==> src/rtl/lin_bs_pkg.sv <==
package lin_bs_pkg;

    typedef enum logic [1:0] {
        ST_IDLE,
        ST_SYNC_WAIT,
        ST_SYNC_RUN,
        ST_OPEN
    } gate_st_t;

    localparam logic [2:0] A_CTRL = 3'd0;
    localparam logic [2:0] A_STAT = 3'd1;
    localparam logic [2:0] A_CMP  = 3'd2;
    localparam logic [2:0] A_MIN  = 3'd3;
    localparam logic [2:0] A_BVAL = 3'd4;
    localparam logic [2:0] A_SVAL = 3'd5;

    localparam int C_GATE  = 0;
    localparam int C_TEST  = 1;
    localparam int C_RISE  = 2;
    localparam int C_DRISE = 3;
    localparam int C_DCMP  = 4;
    localparam int C_DOVF  = 5;
    localparam int C_NLSB  = 8;
    localparam int EDGE_W  = 4;

    localparam logic [15:0] CTRL_WMASK = 16'h0F3F;

endpackage

==> src/rtl/lin_bs_edge.sv <==
module lin_bs_edge #(
    parameter int STAGES = 2
) (
    input  logic clk,
    input  logic rst,
    input  logic din,
    output logic level,
    output logic fall,
    output logic rise
);
    logic [STAGES:0] sh;

    always_ff @(posedge clk) begin
        if (rst) sh <= '1;
        else     sh <= {sh[STAGES-1:0], din};
    end

    always_comb begin
        level = sh[STAGES-1];
        fall  = sh[STAGES] & ~sh[STAGES-1];
        rise  = ~sh[STAGES] & sh[STAGES-1];
    end
endmodule

==> src/rtl/lin_bs_brk_timer.sv <==
module lin_bs_brk_timer #(
    parameter int TW = 12
) (
    input  logic          clk,
    input  logic          rst,
    input  logic          level,
    input  logic          fall,
    input  logic          rise,
    input  logic [TW-1:0] cmp_val,
    input  logic [TW-1:0] min_val,
    output logic [TW-1:0] cap,
    output logic          rise_evt,
    output logic          cmp_evt,
    output logic          ovf_evt,
    output logic          brk_ok
);
    localparam logic [TW-1:0] CNT_MAX = '1;
    localparam logic [TW-1:0] ONE     = TW'(1);

    logic [TW-1:0] cnt;
    logic          run;
    logic          low_hold;

    assign low_hold = run && !fall && !rise && !level;

    always_ff @(posedge clk) begin
        if (rst) begin
            cnt <= '0;
            run <= 1'b0;
            cap <= '0;
        end else if (fall) begin
            cnt <= ONE;
            run <= 1'b1;
        end else if (rise) begin
            run <= 1'b0;
            if (run) cap <= cnt;
        end else if (low_hold && cnt != CNT_MAX) begin
            cnt <= cnt + ONE;
        end
    end

    always_comb begin
        rise_evt = rise;
        cmp_evt  = (fall && cmp_val == ONE) ||
                   (low_hold && cnt != CNT_MAX && (cnt + ONE) == cmp_val);
        ovf_evt  = low_hold && cnt == CNT_MAX;
        brk_ok   = rise && run && cnt >= min_val;
    end

    AST_CNT_SATURATES: assert property (@(posedge clk) disable iff (rst)
        (low_hold && cnt == CNT_MAX) |=> (cnt == CNT_MAX));

endmodule

==> src/rtl/lin_bs_sync_fsm.sv <==
module lin_bs_sync_fsm
    import lin_bs_pkg::*;
#(
    parameter int TW = 12,
    parameter int NW = 4
) (
    input  logic          clk,
    input  logic          rst,
    input  logic          brk_ok,
    input  logic          fall,
    input  logic          rise,
    input  logic          cnt_rise,
    input  logic [NW-1:0] edge_n,
    output gate_st_t      state,
    output logic          sync_evt,
    output logic [TW-1:0] sync_cap
);
    localparam logic [TW-1:0] CNT_MAX = '1;
    localparam logic [TW-1:0] ONE     = TW'(1);

    gate_st_t      nxt;
    logic [TW-1:0] scnt;
    logic [NW-1:0] ecnt;
    logic [NW-1:0] n_eff;
    logic          sel_edge;
    logic          last_edge;

    always_comb begin
        n_eff     = (edge_n == '0) ? NW'(1) : edge_n;
        sel_edge  = cnt_rise ? rise : fall;
        last_edge = sel_edge && ((NW+1)'(ecnt) + (NW+1)'(1) >= (NW+1)'(n_eff));
    end

    always_comb begin
        nxt = state;
        if (brk_ok) begin
            nxt = ST_SYNC_WAIT;
        end else begin
            unique case (state)
                ST_IDLE:      nxt = ST_IDLE;
                ST_SYNC_WAIT: if (fall) nxt = ST_SYNC_RUN;
                ST_SYNC_RUN:  if (last_edge) nxt = ST_OPEN;
                ST_OPEN:      nxt = ST_OPEN;
            endcase
        end
    end

    always_ff @(posedge clk) begin
        if (rst) state <= ST_IDLE;
        else     state <= nxt;
    end

    always_ff @(posedge clk) begin
        if (rst) begin
            scnt     <= '0;
            ecnt     <= '0;
            sync_cap <= '0;
        end else if (!brk_ok && state == ST_SYNC_WAIT && fall) begin
            scnt <= '0;
            ecnt <= '0;
        end else if (!brk_ok && state == ST_SYNC_RUN) begin
            if (scnt != CNT_MAX) scnt <= scnt + ONE;
            if (sel_edge) begin
                if (last_edge) sync_cap <= (scnt == CNT_MAX) ? CNT_MAX : scnt + ONE;
                else           ecnt     <= ecnt + NW'(1);
            end
        end
    end

    always_comb begin
        sync_evt = !brk_ok && state == ST_SYNC_RUN && last_edge;
    end

    AST_BREAK_ARMS: assert property (@(posedge clk) disable iff (rst)
        brk_ok |=> (state == ST_SYNC_WAIT));

    AST_OPEN_AFTER_RUN: assert property (@(posedge clk) disable iff (rst)
        (state == ST_OPEN && $past(state) != ST_OPEN) |-> ($past(state) == ST_SYNC_RUN));

endmodule

==> src/rtl/lin_brk_sync.sv <==
module lin_brk_sync
    import lin_bs_pkg::*;
#(
    parameter int TW = 12
) (
    input  logic        clk,
    input  logic        rst,
    input  logic        reg_we,
    input  logic [2:0]  reg_addr,
    input  logic [15:0] reg_wdata,
    output logic [15:0] reg_rdata,
    input  logic        bus_rx,
    output logic        bus_tx,
    input  logic        uart_tx,
    output logic        uart_rxd,
    input  logic        gp_tx,
    output logic        gp_rx,
    output logic        irq
);
    logic [15:0]   ctrl;
    logic [3:0]    stat;
    logic [TW-1:0] cmp_r;
    logic [TW-1:0] min_r;

    logic          level, fall, rise;
    logic [TW-1:0] brk_cap, sync_cap;
    logic          rise_evt, cmp_evt, ovf_evt, brk_ok, sync_evt;
    gate_st_t      state;
    logic [3:0]    clr;
    logic          stat_wr;

    lin_bs_edge #(.STAGES(2)) i_edge (
        .clk(clk), .rst(rst), .din(bus_rx),
        .level(level), .fall(fall), .rise(rise)
    );

    lin_bs_brk_timer #(.TW(TW)) i_brk (
        .clk(clk), .rst(rst), .level(level), .fall(fall), .rise(rise),
        .cmp_val(cmp_r), .min_val(min_r), .cap(brk_cap),
        .rise_evt(rise_evt), .cmp_evt(cmp_evt), .ovf_evt(ovf_evt), .brk_ok(brk_ok)
    );

    lin_bs_sync_fsm #(.TW(TW), .NW(EDGE_W)) i_fsm (
        .clk(clk), .rst(rst), .brk_ok(brk_ok), .fall(fall), .rise(rise),
        .cnt_rise(ctrl[C_RISE]), .edge_n(ctrl[C_NLSB +: EDGE_W]),
        .state(state), .sync_evt(sync_evt), .sync_cap(sync_cap)
    );

    assign stat_wr = reg_we && reg_addr == A_STAT;
    assign clr     = stat_wr ? reg_wdata[3:0] : 4'b0;

    always_ff @(posedge clk) begin
        if (rst) begin
            ctrl  <= '0;
            stat  <= '0;
            cmp_r <= '0;
            min_r <= '0;
        end else begin
            stat <= (stat & ~clr) | {sync_evt, ovf_evt, cmp_evt, rise_evt};
            if (reg_we) begin
                unique case (reg_addr)
                    A_CTRL:  ctrl  <= reg_wdata & CTRL_WMASK;
                    A_CMP:   cmp_r <= reg_wdata[TW-1:0];
                    A_MIN:   min_r <= reg_wdata[TW-1:0];
                    default: ;
                endcase
            end
        end
    end

    always_comb begin
        unique case (reg_addr)
            A_CTRL:  reg_rdata = ctrl;
            A_STAT:  reg_rdata = {12'b0, stat};
            A_CMP:   reg_rdata = 16'(cmp_r);
            A_MIN:   reg_rdata = 16'(min_r);
            A_BVAL:  reg_rdata = 16'(brk_cap);
            A_SVAL:  reg_rdata = 16'(sync_cap);
            default: reg_rdata = '0;
        endcase
    end

    always_comb begin
        bus_tx   = ctrl[C_TEST] ? gp_tx : uart_tx;
        gp_rx    = ctrl[C_TEST] ? level : 1'b1;
        uart_rxd = ctrl[C_TEST] ? 1'b1
                 : (ctrl[C_GATE] && state != ST_OPEN) ? 1'b1 : level;
        irq      = |(stat[2:0] & ~{ctrl[C_DOVF], ctrl[C_DCMP], ctrl[C_DRISE]});
    end

    AST_CMP_FLAGGED: assert property (@(posedge clk) disable iff (rst)
        cmp_evt |=> stat[1]);

    AST_OVF_STICKY: assert property (@(posedge clk) disable iff (rst)
        (stat[2] && !stat_wr) |=> stat[2]);

endmodule

==> config.mk <==
export PLATFORM = sky130hd
export DESIGN_NAME = lin_brk_sync
export DESIGN_NICKNAME = d
export VERILOG_FILES = /design/src/rtl/lin_bs_pkg.sv /design/src/rtl/lin_bs_edge.sv /design/src/rtl/lin_bs_brk_timer.sv /design/src/rtl/lin_bs_sync_fsm.sv /design/src/rtl/lin_brk_sync.sv
export SDC_FILE = /design/constraint.sdc
export NUM_CORES = 1
export LEC_CHECK = 0
export BUFFER_PORTS_ARGS = -buffer_cell sky130_fd_sc_hd__buf_2
export CAP_MARGIN = 5
export CORE_ASPECT_RATIO = 0.7
export CORE_MARGIN = 5
export CORE_UTILIZATION = 55
export DETAILED_ROUTE_END_ITERATION = 10
export PLACE_DENSITY_LB_ADDON = 0.25
export SYNTH_ARGS = -nofsm -noshare
export SYNTH_HDL_FRONTEND = slang
export SYNTH_SLANG_ARGS = --single-unit
==> constraint.sdc <==
create_clock -name clk -period 5.8 [get_ports clk]
set_input_delay 1.16 -clock clk [delete_from_list [all_inputs] [get_ports clk]]
set_output_delay 1.16 -clock clk [all_outputs]
set_load 0.005 [all_outputs]
-- After elaboration in Yosys (flattened, before gate mapping)
Index checks and enable logic that the tools add are counted.
Widths: inputs -> output; s select.
- add/subtract/negate cells: 4
- magnitude comparators: 2
- equal/unequal tests: 20
- muxes and demuxes: 18
- bitwise operators: 13
- reduce and logical (&&, ||, !) cells: 41
- operator list (operator ; number):
    $pmux 12 s6 ; 1
    $add 12x1->12 const B ; 2
    $eq 12x12->1 const B ; 2
    $ne 12x12->1 const B ; 2
    $logic_and 1x1->1 ; 16
    $reduce_and 2->1 ; 8
    $eq 12x1->1 const B ; 1
    $eq 12x12->1 ; 1
    $ge 12x12->1 ; 1
    $mux 12 ; 1
    $mux 1 ; 11
    $mux 4 ; 2
    $pmux 2 s4 ; 1
    $eq 3x2->1 const B ; 2
    $eq 3x3->1 const B ; 2
    $not 1->1 ; 6
    $reduce_and 3->1 ; 2
    $reduce_or 2->1 ; 3
    $add 4x1->5 const B ; 1
    $ge 5x4->1 ; 1
    $add 4x1->4 const B ; 1
    $and 4x4->4 ; 1
    $eq 2x2->1 const B ; 2
    $logic_not 1->1 ; 4
    19 further kinds ; 24
- flip-flop bits (word level): 96
- input bits: 25
- output and inout port bits: 20
- word-level logic and storage cells: 112

-- Logic depth before layout (Yosys ltp)
Gate-level depths: netlist of run 1.
- depth in word-level cells: 10
- depth in mapped cells: 10
- mapped depth without buffers: 8

-- Hierarchy
Synthesis of run 1 repeated with hierarchy kept, for this count alone.
- cell total of the unflattened synthesis: 656
- area total of the unflattened synthesis: 5525.3 sq um
- by module, submodules not included (module ; instances ; cells each ; area each (sq um)):
    lin_brk_sync ; 1 ; 244 ; 1974.4
    lin_bs_brk_timer ; 1 ; 216 ; 1805.5
    lin_bs_sync_fsm ; 1 ; 188 ; 1652.8
    lin_bs_edge ; 1 ; 8 ; 92.6

-- Worst setup path before layout of run 1
No wires, ideal clock.
- path type: input -> output
- start point: input reg_addr[0]
- end point: output reg_rdata[10]
- arrival: 2.390 ns
- data required time: 4.640 ns
- path slack: 2.250 ns
- stages: 5
- path buffers: 3
- cell sequence: clkbuf_1 buf_1 buf_2 mux2i_1 o221ai_1
- longest elaborated chain between the ends: 2
- elaborated cells between the ends (all ways): 7
- RTL lines (item ; RTL line ; RTL):
    start, declared ; lin_brk_sync.sv:9 ; input logic [2:0] reg_addr,
    $eq 3x3->1 (tied with other cells) ; lin_brk_sync.sv:72 ; unique case (reg_addr)
    $pmux 12 s6 * ; lin_brk_sync.sv:72 ;
    end, declared ; lin_brk_sync.sv:11 ; output logic [15:0] reg_rdata,
Mark *: on every way between the ends. The rest lies on a longest branch, timed or not.

-- Worst setup path after layout of run 1
- start point: input reg_addr[0]
- end point: output reg_rdata[5]
The elaborated chain is that of the path after synthesis.

==> impl_metrics.tcl, run 1 <==
set metrics [dict create \
    reg2regPathDepth 5 \
    clockRootBuffer "clkbuf_16" \
    synth_area_leaders "dfxtp_1 (35%), nand2_1 (6.3%), a21oi_1 (5.4%)" \
    totalWireLength_mm 15.5 \
    hold_depth 1 \
    clk_latency_ns 0.36 \
    rsz0062_at_grt "false" \
    die_h_um 94.2 \
    place_hpwl_mm 11.6 \
    vias 5127 \
    p_seq_frac 0.500 \
    pwr-share-comb 0.061 \
    clockBufferDepth 2 \
    grt_start_max_net_pins 45 \
    grt_pass1_wl_mm 24.7 \
    synth.top_cell.area_share 0.345 \
    syn_to_final_growth_pct 7.95 \
    port_buffers 36 \
    start_util 0.568 \
    overflow 0 \
    min_path_type "register to register" \
    drv_cap 0 \
    antenna_found_initial 0 \
    cp_num_buf_inv 2 \
    period_needed_ns 3.73 \
    drive_above_1_share 0.123 \
    yosysTopAreaCell "dfxtp_1" \
    internal_power_mw 0.995 \
    clock-sinks 96 \
    tightestPinTransition_ns 1.25 \
    crit_path_start_kind "input pin" \
    slowest_delay_ns 0.51 \
    utilization 0.614 \
    cp.required_ns 4.64 \
    crit_path_frequent_cell "buf_2" \
    ios 45 \
    diodes 0 \
    synthCells 678 \
    place_ws_ns 2.11 \
    vias_per_cell 6.31 \
    placed_cell_area_sq_um 5720 \
    syn_area_sq_um 5570 \
    status "complete, no violations" \
    finClkSkew_ns 0.00832 \
    end_kind "output port" \
    numCtsBuffers 9 \
    crit_chain "buf_2, nor2_1, and2_0, nand2_1, o221ai_1, buf_2" \
    power.leakage_nw 2.23 \
    h-tree-depth 3 \
    synthArstFlopShare 0 \
    postSynthRegisterBits 96 \
    switching_power_mw 0.353 \
    grt_pass1_vias 4741 \
    cts_resized 0 \
    vdd_drop_max_v 0.000184 \
    synth_edf_count 0 \
    die_area_sq_um 12300 \
    cts_tree "done" \
    synthDistinctLibCells 66 \
    avgSynthCellArea_sq_um 8.21 \
    drc 0 \
    fin_area_sq_um 6010 \
    rows 30 \
    cp.arrival_ns 2.57 \
    grt_usage 0.259 \
    die_x_um 130 \
    ys_seq_area_frac 0.345 \
    tns_ns 0 \
    synthFlopType "dfxtp_1" \
    cp.depth 6 \
    drv_slew 0 \
    drtPass1Iterations 5 \
    setup_violations 0 \
    critPathMaxFanout 27 \
    setup_slack_ns 2.07 \
    pwr-share-clk 0.439 \
    timing_hold_violations_final 0 \
    yosysWarnings 0 \
    num-nets-final 727 \
    layout_worst_path_cycle_share 0.643 \
    worst_path_max_delay_cell "buf_2" \
    path_delay_family "buffers and inverters" \
    power_per_cell_area_nw_per_um2 224 \
    max-slew-margin-rel 0.167 \
    clkTransAtPathRegs_ns 0.07 \
    max_freq_mhz 268 \
    ant_nets 0 \
    core-area_sq_um 9800 \
    routedWlPerCell_um 19.1 \
    drt-initial-drc-count 471 \
    postCtsSetupRepairBufs 0 \
    gp_congestion 0.905 \
    holdBufCountCts 0 \
    critPathKind "input pin to output port" \
    p_sw_frac 0.262 \
]
## routing by layer
metal  vias up  routed length [um]  global-route usage
met2       259                6680               0.386
met5         -                   0                   0
met4         0                 292              0.0779
met1      2404                7120               0.367
li1       2439                   -                   -
met3        25                1440              0.0631
## layout make-up
class / instances / area [sq um]
Clock buffer: 9 / 225
Clock inverter: 7 / 63.8
Fill cell: 880 / 3790
Inverter: 32 / 120
Multi-Input combinational cell: 501 / 3310
Sequential cell: 96 / 1920
Tap cell: 128 / 160
Timing Repair Buffer: 40 / 210
## cells in the final DEF, fill, tap and decap left out, types with 5 or more instances in the layout
cell type	netlist	final
nor2b_1	7	7
mux2_2	7	7
nand2b_1	9	9
a221oi_1	5	5
o31ai_1	12	12
mux2i_1	29	29
xor2_1	17	17
and2_1	6	6
nand2_1	93	93
o21ai_0	11	11
a21oi_1	60	60
or4_1	6	6
o221ai_1	7	7
a311oi_1	7	7
nand4_1	17	17
and4_1	5	5
nor3_1	8	8
ha_1	22	22
nor2_1	44	44
inv_1	32	32
and3_1	10	10
a22oi_1	11	11
o22ai_1	6	6
xnor2_1	15	15
dfxtp_1	96	96
clkbuf_16	0	9
nand3_1	16	16
buf_2	13	36
a31oi_1	10	10
## power by group through the flow
stage                     combinational, mW  clock, mW  sequential [mW]
after global routing                 0.0899      0.622            0.675
after floorplan                      0.0580          0            0.685
after CTS                            0.0812      0.597            0.674
final                                0.0826      0.591            0.674
after detailed placement             0.0806          0            0.689
after global placement               0.0784          0            0.689
## logic make-up (layout without fill, tap and decap cells)
family                     Yosys count  count (layout)  share of synthesized area
xor gates and xnor gates            32              32                     0.0503
DFF                                 96              96                      0.345
and+or+nand+nor                    247             247                      0.224
buffers and inverters               84              88                     0.0636
other                                1               4                   0.000674
muxes                               37              37                     0.0703
adders and majority gates           22              22                     0.0494
AOI/OAI and AO/OA                  159             159                      0.196
## stage by stage
step                power (mW)  cells  hold WS (ns)
floorplan                0.743    681         0.389
global placement         0.767    797         0.399
detailed placement       0.770    797         0.411
CTS                       1.35    813         0.428
global route              1.39    813         0.464
finish                    1.35    813         0.424
## flip-flops by register name (all words and copies together), names as in the netlist, 3 cells and up
name,cells
i_fsm.ecnt,4
stat,4
i_edge.sh,3
i_brk.cap,12
cmp_r,12
i_fsm.sync_cap,12
i_brk.cnt,12
ctrl,10
min_r,12
i_fsm.scnt,12
## synth_stat cells (all sizes together), types with 8 or more instances
master and instances:
ha 22, xor2 17, dfxtp 96, nor2 44
a21oi 63, o21ai 11, inv 32, and3 10
clkbuf 28, mux2i 29, a31oi 10, buf 24
xnor2 15, nand3 17, a22oi 11, nor3 8
nand2b 10, nand4 17, or4 9, nand2 93
o31ai 12
## final timing paths
path	from	endpoint	slack [ns]
min reg2reg	i_edge.sh[0]	i_edge.sh[1]	0.42
min	i_edge.sh[0]	i_edge.sh[1]	0.42
max	reg_addr[0]	reg_rdata[5]	2.07
max reg2reg	i_edge.sh[1]	i_fsm.sync_cap[2]	2.70
Power figures use the tool's default switching activity.
==> inputs of run 2 (changes only) <==
==> constraint.sdc (replaced) <==
create_clock -name clk -period 3 [get_ports clk]
set_input_delay 0.6 -clock clk [delete_from_list [all_inputs] [get_ports clk]]
set_output_delay 0.6 -clock clk [all_outputs]
set_load 0.005 [all_outputs]
==> run 2 against run 1 <==
Against the previous run:
- clock skew increased by 0.0013 ns
- routed wire length rose by 4.3%
- total power rose by 100%
- count of clock-buffer cells in the layout grew 2
- first-iteration DRC count rose by 15%
- largest power group unchanged
==> impl_metrics.tcl, run 2 (same netlist as run 1, synthesis figures left out) <==
set metrics [dict create \
    status "complete, no violations" \
    ios 45 \
    clockBufferDepth 2 \
    final_cell_mix "dfxtp_1 (96), nand2_1 (93), a21oi_1 (60)" \
    rsz0062_at_grt "false" \
    grt_start_max_net_pins 44 \
    antenna_found_initial 0 \
    start_util 0.568 \
    rows 30 \
    tns_ns 0 \
    seqCellArea_sq_um 1920 \
    critPathKind "register to register" \
    totalWireLength_mm 16.2 \
    num-nets-final 749 \
    clk_latency_ns 0.35 \
    drtPass1Iterations 6 \
    drt-initial-drc-count 540 \
    gp_congestion 0.986 \
    crit_path_end "i_fsm.sync_cap[2]" \
    holdBufCountCts 0 \
    drc 0 \
    min_path_type "register to register" \
    rrSetupSlack_ns 0.29 \
    cp.arrival_ns 2.90 \
    postCtsSetupRepairBufs 0 \
    diodes 0 \
    switching_power_mw 0.635 \
    multi_input_area_sq_um 3330 \
    layout_worst_path_cycle_share 0.903 \
    numCtsBuffers 9 \
    critPathLaunch "i_brk.cnt[0]" \
    internal_power_mw 2.10 \
    reg2regPathDepth 7 \
    ant_nets 0 \
    power_per_cell_area_nw_per_um2 440 \
    end_kind "register" \
    timing.rr.start "i_brk.cnt[0]" \
    drive_above_1_share 0.149 \
    pwr-share-comb 0.062 \
    drv_cap 0 \
    finClkSkew_ns 0.00959 \
    p_seq_frac 0.477 \
    critPathMaxFanout 14 \
    h-tree-depth 3 \
    cts_tree "done" \
    crit_path_start_kind "register" \
    power.leakage_nw 2.36 \
    die_h_um 94.2 \
    routedWlPerCell_um 19.4 \
    clock-sinks 96 \
    die_area_sq_um 12300 \
    vdd_drop_max_v 0.000306 \
    fill_cells 820 \
    grt_usage 0.267 \
    timing_hold_violations_final 0 \
    vias 5273 \
    placed_cell_area_sq_um 5880 \
    cts_resized 0 \
    setup_violations 0 \
    cp.required_ns 3.19 \
    clkTransAtPathRegs_ns 0.07 \
    r2r_end "i_fsm.sync_cap[2]" \
    grt_pass1_wl_mm 25.2 \
    overflow 0 \
    die_x_um 130 \
    pwr-share-clk 0.461 \
    core-area_sq_um 9800 \
    vias_per_cell 6.31 \
    max-slew-margin-rel 0.367 \
    max_freq_mhz 369 \
    place_hpwl_mm 11.9 \
    p_sw_frac 0.232 \
    clockRootBuffer "clkbuf_16" \
    period_needed_ns 2.71 \
    grt_pass1_vias 4716 \
    fin_area_sq_um 6220 \
    mostFrequentLayoutCell "dfxtp_1" \
    syn_to_final_growth_pct 11.7 \
    tightestPinTransition_ns 0.948 \
    port_buffers 36 \
    hold_start "i_edge.sh[0]" \
    drv_slew 0 \
]
-- run 2: cell types whose count changed in the layout (fill, tap and decap cells not counted), sizes merged --
cell,before,now
clkbuf,9,11
inv,36,32
buf,40,61
bufinv,0,2
o311ai,3,4
-- run 2: worst max-delay path, cell delays in order (launching register included) --
cell	delay [ns]
dfxtp_1	0.34
inv_1	0.09
ha_1	0.30
nand2b_4	0.15
a2111oi_4	0.57
o311ai_4	0.32
nor3_1	0.58
a311oi_1	0.19
-- run 2: cell type report --
type                            instances  share of cell area
Timing Repair Buffer                   61              0.0592
Clock inverter                          5              0.0129
Inverter                               32              0.0193
Sequential cell                        96               0.309
Clock buffer                           11              0.0390
Multi-Input combinational cell        502               0.535
Tap cell                              128              0.0258
-- run 2: per-layer routing --
layer / vias up / GRT usage / wire length (um)
met4: 0 / 0.0657 / 219
met2: 271 / 0.391 / 6970
li1: 2487 / - / -
met1: 2486 / 0.388 / 7300
met5: - / 0 / 0
met3: 29 / 0.0676 / 1710
-- run 2: stage by stage --
step	hold WS, ns	util	std cells	power, mW	setup WS (ns)
5_1_grt	0.448	0.635	835	2.80	0.0724
4_1_cts	0.435	0.633	834	2.73	0.217
3_3_place_gp	0.399	0.600	818	1.49	0.361
2_1_floorplan	0.389	-	681	1.44	0.570
6_report	0.432	0.635	835	2.73	0.290
3_5_place_dp	0.406	0.600	818	1.49	0.235
-- run 2: power by group through the flow --
stage | Clock [mW] | Combinational [mW] | Sequential (mW)
after global placement | 0 | 0.158 | 1.33
after global routing | 1.31 | 0.184 | 1.30
after floorplan | 0 | 0.112 | 1.32
after detailed placement | 0 | 0.163 | 1.33
final | 1.26 | 0.169 | 1.30
after CTS | 1.27 | 0.164 | 1.30
-- run 2: how the worst min path moves through the flow --
stage | end | slack [ns] | cells past startpoint
final | i_edge.sh[1] | 0.43 | 1
after global routing | i_edge.sh[0] | 0.45 | 2
after CTS | i_edge.sh[1] | 0.44 | 1
after detailed placement | i_edge.sh[1] | 0.41 | 1
after global placement | i_edge.sh[1] | 0.40 | 1
after floorplan | i_edge.sh[1] | 0.39 | 1
==> inputs of run 3 (changes only) <==
--- a/config.mk
+++ b/config.mk
@@ -7,9 +7,11 @@
 export LEC_CHECK = 0
 export BUFFER_PORTS_ARGS = -buffer_cell sky130_fd_sc_hd__buf_2
 export CAP_MARGIN = 5
+export CELL_PAD_IN_SITES_DETAIL_PLACEMENT = 0
+export CELL_PAD_IN_SITES_GLOBAL_PLACEMENT = 1
 export CORE_ASPECT_RATIO = 0.7
 export CORE_MARGIN = 5
-export CORE_UTILIZATION = 55
+export CORE_UTILIZATION = 41
 export DETAILED_ROUTE_END_ITERATION = 10
 export PLACE_DENSITY_LB_ADDON = 0.25
 export SYNTH_ARGS = -nofsm -noshare
==> run 3 against run 2 <==
Against the previous run:
- final cell count grew 7.2%
- first-iteration DRC count up 4.3%
- die area is 31% higher
==> impl_metrics.tcl, run 3 (same netlist as run 1, synthesis figures left out) <==
set metrics [dict create \
    status "complete, no violations" \
    ios 45 \
    grt_pass1_vias 4764 \
    end_kind "register" \
    grt_usage 0.216 \
    placed_cell_area_sq_um 5990 \
    gp_congestion 0.900 \
    drtPass1Iterations 5 \
    clkTransAtPathRegs_ns 0.07 \
    numCtsBuffers 9 \
    place_hpwl_mm 12.8 \
    drt-initial-drc-count 563 \
    max-slew-margin-rel 0.468 \
    finalPower_mw 2.61 \
    critPathKind "register to register" \
    cts_tree "done" \
    rows 35 \
    power.leakage_nw 2.36 \
    clockBufferDepth 2 \
    die_x_um 149 \
    clk_latency_ns 0.35 \
    drv_slew 0 \
    place_ws_ns 0.398 \
    totalWireLength_mm 16.8 \
    num-nets-final 752 \
    clockRootBuffer "clkbuf_16" \
    cp.arrival_ns 2.92 \
    setup_slack_ns 0.332 \
    setup_violations 0 \
    max_freq_mhz 375 \
    port_buffers 36 \
    path_delay_family "compound AO/OA/AOI/OAI gates" \
    holdBufCountCts 0 \
    min_path_type "register to register" \
    layout_worst_path_cycle_share 0.889 \
    ant_nets 0 \
    critPathMaxFanout 18 \
    vdd_drop_max_v 0.000273 \
    drive_above_1_share 0.154 \
    h-tree-depth 3 \
    crit_path_start_kind "register" \
    timing_hold_violations_final 0 \
    crit_chain "inv_1, ha_1, nand4_1, nor3_1, o311a_1, buf_12, nor3_1, a311oi_1" \
    fill_cells 1304 \
    crit_path_frequent_cell "nor3_1" \
    routedWlPerCell_um 18.8 \
    tns_ns 0 \
    cp_num_buf_inv 2 \
    drc 0 \
    clock-sinks 96 \
    worst_path_max_delay_cell "o311a_1" \
    drv_cap 0 \
    fin_area_sq_um 6280 \
    power_per_cell_area_nw_per_um2 416 \
    final_cell_mix "dfxtp_1 (96), nand2_1 (93), a21oi_1 (60)" \
    core-area_sq_um 13200 \
    placed_cells 879 \
    utilization 0.475 \
    vias 5112 \
    vias_per_cell 5.71 \
    instances_no_fill 895 \
    finClkSkew_ns 0.00853 \
    syn_to_final_growth_pct 12.8 \
    slowest_delay_ns 0.64 \
    multi_input_area_sq_um 3310 \
    tightestPinTransition_ns 0.798 \
    die_area_sq_um 16000 \
    grt_pass1_wl_mm 26.7 \
    hold_ws_ns 0.428 \
    overflow 0 \
    cts_resized 0 \
    start_util 0.421 \
    mostFrequentLayoutCell "dfxtp_1" \
    die_h_um 108 \
    seqCellArea_sq_um 1920 \
    period_needed_ns 2.67 \
    antenna_found_initial 0 \
    grt_start_max_net_pins 40 \
    postCtsSetupRepairBufs 0 \
    rsz0062_at_grt "false" \
    diodes 0 \
    cp.required_ns 3.25 \
]
run 3: cell type report:
cell class | instances | share of cell area
clock buffers | 9 | 0.0359
clock inverters | 7 | 0.00996
inverters | 32 | 0.0191
multi-input cells | 501 | 0.527
flip-flops and latches | 96 | 0.306
well taps | 185 | 0.0369
repair buffers | 65 | 0.0653
run 3: metal layers:
layer	track usage	part of all wire
met5	0	0
met4	0.0444	0.014
met3	0.0484	0.068
met2	0.304	0.40
met1	0.332	0.52
run 3: final timing paths:
| path | slack [ns] | from | cells after the start | to |
|---|---|---|---|---|
| worst min register to register | 0.43 | i_edge.sh[0] | 1 | i_edge.sh[1] |
| worst min-delay path | 0.43 | i_edge.sh[0] | 1 | i_edge.sh[1] |
| worst max register to register | 0.33 | min_r[9] | 8 | i_fsm.scnt[8] |
| worst max-delay path | 0.33 | min_r[9] | 8 | i_fsm.scnt[8] |
run 3: power by group:
| part | switching, mW | internal (mW) | leakage [nW] |
|---|---|---|---|
| clock | 0.557 | 0.581 | 0.139 |
| combinational | 0.110 | 0.0603 | 1.45 |
| sequential | 0.0166 | 1.29 | 0.775 |
| total | 0.683 | 1.93 | 2.36 |
run 3: worst register-to-register path: stages, from the launching register on:
cell	delay, ns
dfxtp_1	0.37
inv_1	0.09
ha_1	0.30
nand4_1	0.17
nor3_1	0.35
o311a_1	0.64
buf_12	0.23
nor3_1	0.09
a311oi_1	0.33
